File: src/rtl/framed_ser_rx.sv
module framed_ser_rx #(
  parameter int LANES = 4,
  parameter int WORD_W = 12,
  parameter logic [WORD_W-1:0] TEST_WORD = 12'h0BD
) (
  input  logic                    clk,
  input  logic                    rst_n,
  input  logic [LANES-1:0]        ser_in,
  input  logic                    frm_in,
  input  logic                    fmt_offset,
  output logic [LANES*WORD_W-1:0] words_o,
  output logic                    valid_o,
  output logic [LANES-1:0]        test_hit_o,
  output logic                    locked_o
);
  localparam int CNT_W = $clog2(WORD_W);
  localparam int GAP_W = $clog2(WORD_W + 2);
  localparam logic [CNT_W-1:0] LAST_IDX = CNT_W'(WORD_W - 1);
  localparam logic [GAP_W-1:0] GAP_OK  = GAP_W'(WORD_W);
  localparam logic [GAP_W-1:0] GAP_MAX = GAP_W'(WORD_W + 1);

  logic             frm_q;
  logic [CNT_W-1:0] cnt;
  logic [GAP_W-1:0] gap;
  logic             seen;
  logic             lock_q;
  logic             vld_q;

  wire              edge_s   = frm_in & ~frm_q;
  wire [CNT_W-1:0]  idx      = edge_s ? '0 : cnt;
  wire              last_bit = (idx == LAST_IDX);
  wire              publish  = last_bit & lock_q;

  always_ff @(posedge clk) begin
    if (!rst_n) begin
      frm_q  <= 1'b0;
      cnt    <= '0;
      gap    <= '0;
      seen   <= 1'b0;
      lock_q <= 1'b0;
      vld_q  <= 1'b0;
    end else begin
      frm_q <= frm_in;
      cnt   <= last_bit ? '0 : idx + CNT_W'(1);
      vld_q <= publish;
      if (edge_s) begin
        seen   <= 1'b1;
        gap    <= GAP_W'(1);
        lock_q <= seen && (gap == GAP_OK);
      end else if (gap != GAP_MAX) begin
        gap <= gap + GAP_W'(1);
      end
    end
  end

  for (genvar g = 0; g < LANES; g++) begin : g_lane
    logic [WORD_W-2:0] sh;
    logic [WORD_W-1:0] word_q;
    logic              hit_q;
    wire  [WORD_W-1:0] raw  = {ser_in[g], sh};
    wire  [WORD_W-1:0] conv = fmt_offset ? {~raw[WORD_W-1], raw[WORD_W-2:0]} : raw;

    always_ff @(posedge clk) begin
      if (!rst_n) begin
        sh     <= '0;
        word_q <= '0;
        hit_q  <= 1'b0;
      end else begin
        if (!last_bit) sh[idx] <= ser_in[g];
        if (publish) begin
          word_q <= conv;
          hit_q  <= (raw == TEST_WORD);
        end
      end
    end

    assign words_o[g*WORD_W +: WORD_W] = word_q;
    assign test_hit_o[g] = hit_q;
  end

  assign valid_o  = vld_q;
  assign locked_o = lock_q;
endmodule

File: config.mk
export PLATFORM = sky130hd
export DESIGN_NAME = framed_ser_rx
export DESIGN_NICKNAME = d
export VERILOG_FILES = /design/src/rtl/framed_ser_rx.sv
export SDC_FILE = /design/constraint.sdc
export NUM_CORES = 1
export LEC_CHECK = 0
export BUFFER_PORTS_ARGS = -buffer_cell sky130_fd_sc_hd__buf_4
export CAP_MARGIN = 20
export CELL_PAD_IN_SITES_DETAIL_PLACEMENT = 0
export CELL_PAD_IN_SITES_GLOBAL_PLACEMENT = 1
export CORE_ASPECT_RATIO = 0.7
export CORE_MARGIN = 2
export CORE_UTILIZATION = 39
export CTS_CLUSTER_SIZE = 10
export DETAILED_ROUTE_END_ITERATION = 16
export PLACE_DENSITY = 0.81
export SKIP_CTS_REPAIR_TIMING = 1
export SLEW_MARGIN = 20
export SYNTH_ARGS = -nofsm -noshare
export SYNTH_HDL_FRONTEND = slang
export SYNTH_SLANG_ARGS = --single-unit
File: constraint.sdc
create_clock -name clk -period 1.5 [get_ports clk]
set_clock_uncertainty 0.05 [all_clocks]
set_input_delay 0.15 -clock clk [delete_from_list [all_inputs] [get_ports clk]]
set_output_delay 0.15 -clock clk [all_outputs]
set_load 0.005 [all_outputs]
Word level (Yosys, flattened, before mapping) --
Cells that the tools add are included.
Storage, ports and cells: register bits after elaboration 108, bits of input ports 8, word-level logic and storage cells 56
Cells by class: $add $sub $neg 2, $lt $le $gt $ge 2, eq/ne operators 7, mux-type cells 13, bitwise operators 8, reduce and logical (&&, ||, !) cells 5
Operator list (number):
- $eq 12x8->1 const B | 4
- $mux 12 | 4
- $bwmux 11 | 4
- $add 4x1->4 const B | 2
- $eq 4x4->1 const B | 2
- $not 1->1 | 6
- $lt 4x5->1 const B | 1
- $demux 1 s4 | 1
- $ge 4x1->1 const B | 1
- $mux 4 | 1
- $ne 4x4->1 const B | 1
- $reduce_or 2->1 | 2
- $mux 1 | 3
- $and 1x1->1 | 2
- $logic_and 1x1->1 | 2
- $reduce_bool 2->1 | 1

Depth between registers and ports, before layout --
depth in word-level cells 8, mapped depth 7

Worst setup path before layout --
No wires, ideal clock.
path kind flip-flop to flip-flop, start point register cnt[3], end point register g_lane[0].sh[2], library setup time 0.132 ns, arrival time 1.239 ns, path slack 0.079 ns, stages on the path, launching flop included 6, clock period less this slack 1.421 ns, cells stage by stage dfxtp_1 -> buf_4 -> or2_2 -> clkbuf_1 -> o31ai_1 -> a21oi_1
On the way: longest elaborated chain between the ends 6, elaborated cells on any way between the ends 8, classes of those cells order compare: 2; eq/ne: 1; mux: 4; reduce/logical: 1
RTL lines:
- start: declaration | line 23 | logic [CNT_W-1:0] cnt;
- start signal: assignment | line 44 | cnt <= last_bit ? '0 : idx + CNT_W'(1);
- $mux 4 * | line 30 | wire [CNT_W-1:0] idx = edge_s ? '0 : cnt;
- $lt 4x5->1 (implied by the code) / $ge 4x1->1 (equally long branches) | line 69 | if (!last_bit) sh[idx] <= ser_in[g];
- $logic_and 1x1->1 (implied by the code) | line 69
- $mux 1 (implied by the code) | line 69
- $demux 1 s4 | line 69
- $bwmux 11 | line 69
- end signal: indexed assignment | line 69
- end: declaration | line 57 | logic [WORD_W-2:0] sh;
Every way passes the cells marked *; elsewhere a longest branch is shown, timed or not. A chain may end at the register's enable or synchronous reset.

Worst setup path in the final report --
start point register cnt[2], end point register g_lane[3].sh[10]
On the way: longest elaborated chain between the ends 6, elaborated cells on any way between the ends 8, classes of those cells order compare: 2; eq/ne: 1; mux: 4; reduce/logical: 1
RTL lines (line):
- $mux 4 * | 30
- $lt 4x5->1 (implied by the code) / $ge 4x1->1 (equally long branches) | 69
- $logic_and 1x1->1 (implied by the code) | 69
- $mux 1 (implied by the code) | 69
- $demux 1 s4 | 69
- $bwmux 11 | 69
- end signal: indexed assignment | 69
- end: declaration | 57
Marked as above.

==> impl_metrics.tcl <==
set metrics [dict create \
    yosys_most_used_dff "dfxtp_1" \
    setup_slack_ps -24.17 \
    cts-root-to-sink-buffers 2 \
    total_congestion_overflow 0 \
    grt_pass1_wl_um 21320 \
    mappedNetlistNets 527 \
    total_power_mw 5.793 \
    post_drt_wl_per_cell_um 18.64 \
    boundaryPins 62 \
    dpl_cell_area_um2 5383 \
    relative_contribution_of_the_clock_network_to_total_power_pct 42.1 \
    post_synth_top_area_cell "dfxtp_1" \
    fraction_of_final_layout_cells_with_drive_strength_greater_than_1_pct 25.31 \
    cp-end-kind "register" \
    tritoncts.num_buffers 9 \
    final-max-slew-violation-count 0 \
    synth.area.top_cells "dfxtp_1 46%, o31ai_1 9.7%, nand4_1 9.1%" \
    worst_path_largest_cell_delay_ps 620 \
    max-vdd-ir-drop_mv 0.6090 \
    type_of_the_setup_path_with_the_least_slack "reg -> reg" \
    drt_first_iter_violations 349 \
    gp_routability_congestion 0.9067 \
    endpoints_failing_setup 4 \
    final_cell_count_without_fillers 730 \
    hold_path_class "in -> reg" \
    slew_headroom_pct 73.43 \
    dp_worst_setup_slack_ps -66.67 \
    avgSynthCellArea_um2 9.042 \
    critical_path.startpoint_type "register" \
    violations "negative setup slack" \
    tritoncts_num_sinks 108 \
    cts-htree-levels 3 \
    power_frac_comb_pct 7.2 \
    internal_power_consumption_mw 4.425 \
    placement_rows 33 \
    max_cap_violations 0 \
    fmaxAchievable_mhz 656.1 \
    grt_setup_unrepaired "true" \
    floorplan.die_area_um2 12870 \
    initial_antenna_violation_count 0 \
    gr-usage-all-layers_pct 21.58 \
    numPortBuffers 61 \
    crit_buf_inv 1 \
    synth.ff_latch_count 108 \
    postRouteAntennaNets 0 \
    vias_per_cell 5.940 \
    timing.critical_path.cells "buf_6, nand2b_4, or4_4, mux2i_1" \
    cp.required_ps 1680 \
    drc 0 \
    tritoncts "built" \
    fillCellCount 1078 \
    synthesis.area_um2 4666 \
    pin_count_of_the_biggest_net_entering_global_routing 73 \
    start_util_pct 39.93 \
    worst_slack_on_hold_paths_ps 80.29 \
    cts.root.buffer_cell "clkbuf_16" \
    power_leakage_nw 2.162 \
    synth_top_cell_area_share_pct 46.34 \
    net-switching-power_mw 1.368 \
    grt_pass1_vias 3898 \
    nNetsFinal 580 \
    hold_viol_final 0 \
    synth_warnings 0 \
    detail_route.first_pass.iterations 7 \
    route.final.wire_length_um 13610 \
    clkSlewWorstSetupHoldPaths_ps 70 \
    tightest_pin_transition_ps 398.6 \
    critPathArrivalTime_ps 1710 \
    post_route_minimum_period_ps 1524 \
    post-route-util_pct 49.95 \
    timing.critical_path.fanout_max 6 \
    final_area_um2 5837 \
    height_of_the_chip_um 95.51 \
    period_share_pct 101.6 \
    register_cell_area_after_layout_um2 2170 \
    antenna_cells_inserted 0 \
    share_seq_of_total_power_pct 50.7 \
    setup_total_negative_slack_ps -82.78 \
    power.density_cell_area_nw_per_um2 992.4 \
    syn_to_final_growth_pct 25.10 \
    chipWidth_um 134.7 \
    cpMaxStageDelayCell "or4_4" \
    routed-via-count 4336 \
    area_of_the_core_um2 11690 \
    clk-insertion-delay-late_ps 350 \
    power_switching_share_pct 23.61 \
    dpl.cell_count 710 \
    multi_input_combinational_cell_area_um2 2257 \
    cp_top_family "simple AND/OR/NAND/NOR gates" \
    ys_seq_area_share_pct 46.34 \
    place_hpwl_um 9044 \
    synth-async-reset-ratio_pct 0 \
    yosysUniqueCellTypes 40 \
    outcome "complete, but fails checks" \
    number_of_enable_flip_flop_cells_after_synthesis 0 \
    synthCells 516 \
]
-- path summary, 6_finish.rpt --
| path | startpoint | end | slack, ps | cells past startpoint |
|---|---|---|---|---|
| max | cnt[2] | g_lane[3].sh[10] | -20 | 4 |
| min reg2reg | g_lane[1].word_q[8] | g_lane[1].word_q[8] | 420 | 2 |
| min | ser_in[1] | g_lane[1].sh[6] | 80 | 3 |
| max reg2reg | cnt[2] | g_lane[3].sh[10] | -20 | 4 |
-- tightest hold or removal path, cell delays in order --
cell,delay (ps)
buf_4,150
nand4_1,80
a21oi_1,50
-- cells in the mapped netlist, types with 4 or more instances --
library cell    n
buf_4           8
buf_2          18
nand2_1        38
clkbuf_1       35
a31oi_1         5
dfxtp_1       108
nand3_1         7
a21oi_1        69
mux2i_1        26
nor4bb_1        4
o31ai_1        60
nor2_1         11
nand4_1        68
a211oi_1        4
o21ai_0         4
xnor2_1         7
buf_1           4
-- logic make-up after synthesis --
logic type | Yosys count | synth area share (%)
AO/OA/AOI/OAI | 146 | 19.50
flip-flops | 108 | 46.34
adder cells (fa/ha/maj) | 3 | 0.8046
buffers and inverters | 71 | 7.053
multiplexers | 26 | 5.578
AND/OR/NAND/NOR | 155 | 19.42
XOR/XNOR | 7 | 1.314
-- area by class of cell --
| cell class | instances | area share (%) |
|---|---|---|
| Multi-Input combinational cell | 337 | 38.67 |
| Sequential cell | 108 | 37.17 |
| Timing Repair Buffer | 108 | 15.24 |
| Clock buffer | 12 | 4.394 |
| Tap cell | 157 | 3.365 |
| Clock inverter | 3 | 0.7931 |
| Inverter | 5 | 0.3644 |
-- registers in the layout, indices dropped and copies added, names as in the netlist --
signal         flops
g_lane.word_q     48
g_lane.sh         44
cnt                4
g_lane.hit_q       4
gap                4
frm_q              1
locked_o           1
seen               1
valid_o            1
-- cells in the final DEF, fill, tap and decap left out, types with 3 or more instances in the layout --
cell and count:
inv_1 3, xnor2_1 7, nor4bb_1 4, o21ai_0 4, a31oi_1 5, nor2_1 11, or4bb_1 3, dfxtp_1 104
buf_12 4, mux2i_1 26, dfxtp_2 3, o31ai_1 51, buf_4 96, o31ai_2 9, buf_6 7, nand4_1 68
a21oi_1 69, a211oi_1 4, nand3_1 7, clkbuf_16 9, ha_1 3, nand2_1 38
-- power by group through the flow --
stage / combinational [mW] / sequential (mW) / clock (mW)
2_1_floorplan: 0.257 / 2.99 / 0
3_3_place_gp: 0.388 / 3.00 / 0
3_5_place_dp: 0.395 / 3.00 / 0
4_1_cts: 0.396 / 2.93 / 2.48
5_1_grt: 0.449 / 2.94 / 2.59
6_report: 0.419 / 2.94 / 2.44
-- per-layer routing --
layer	GRT usage [%]	up-vias	share of wire, %
li1	-	2041	-
met1	31.44	2129	49
met2	31.39	151	44
met3	5.688	15	6.5
met4	5.702	0	1.1
met5	0	-	0
(Power assumes the default switching activity.)
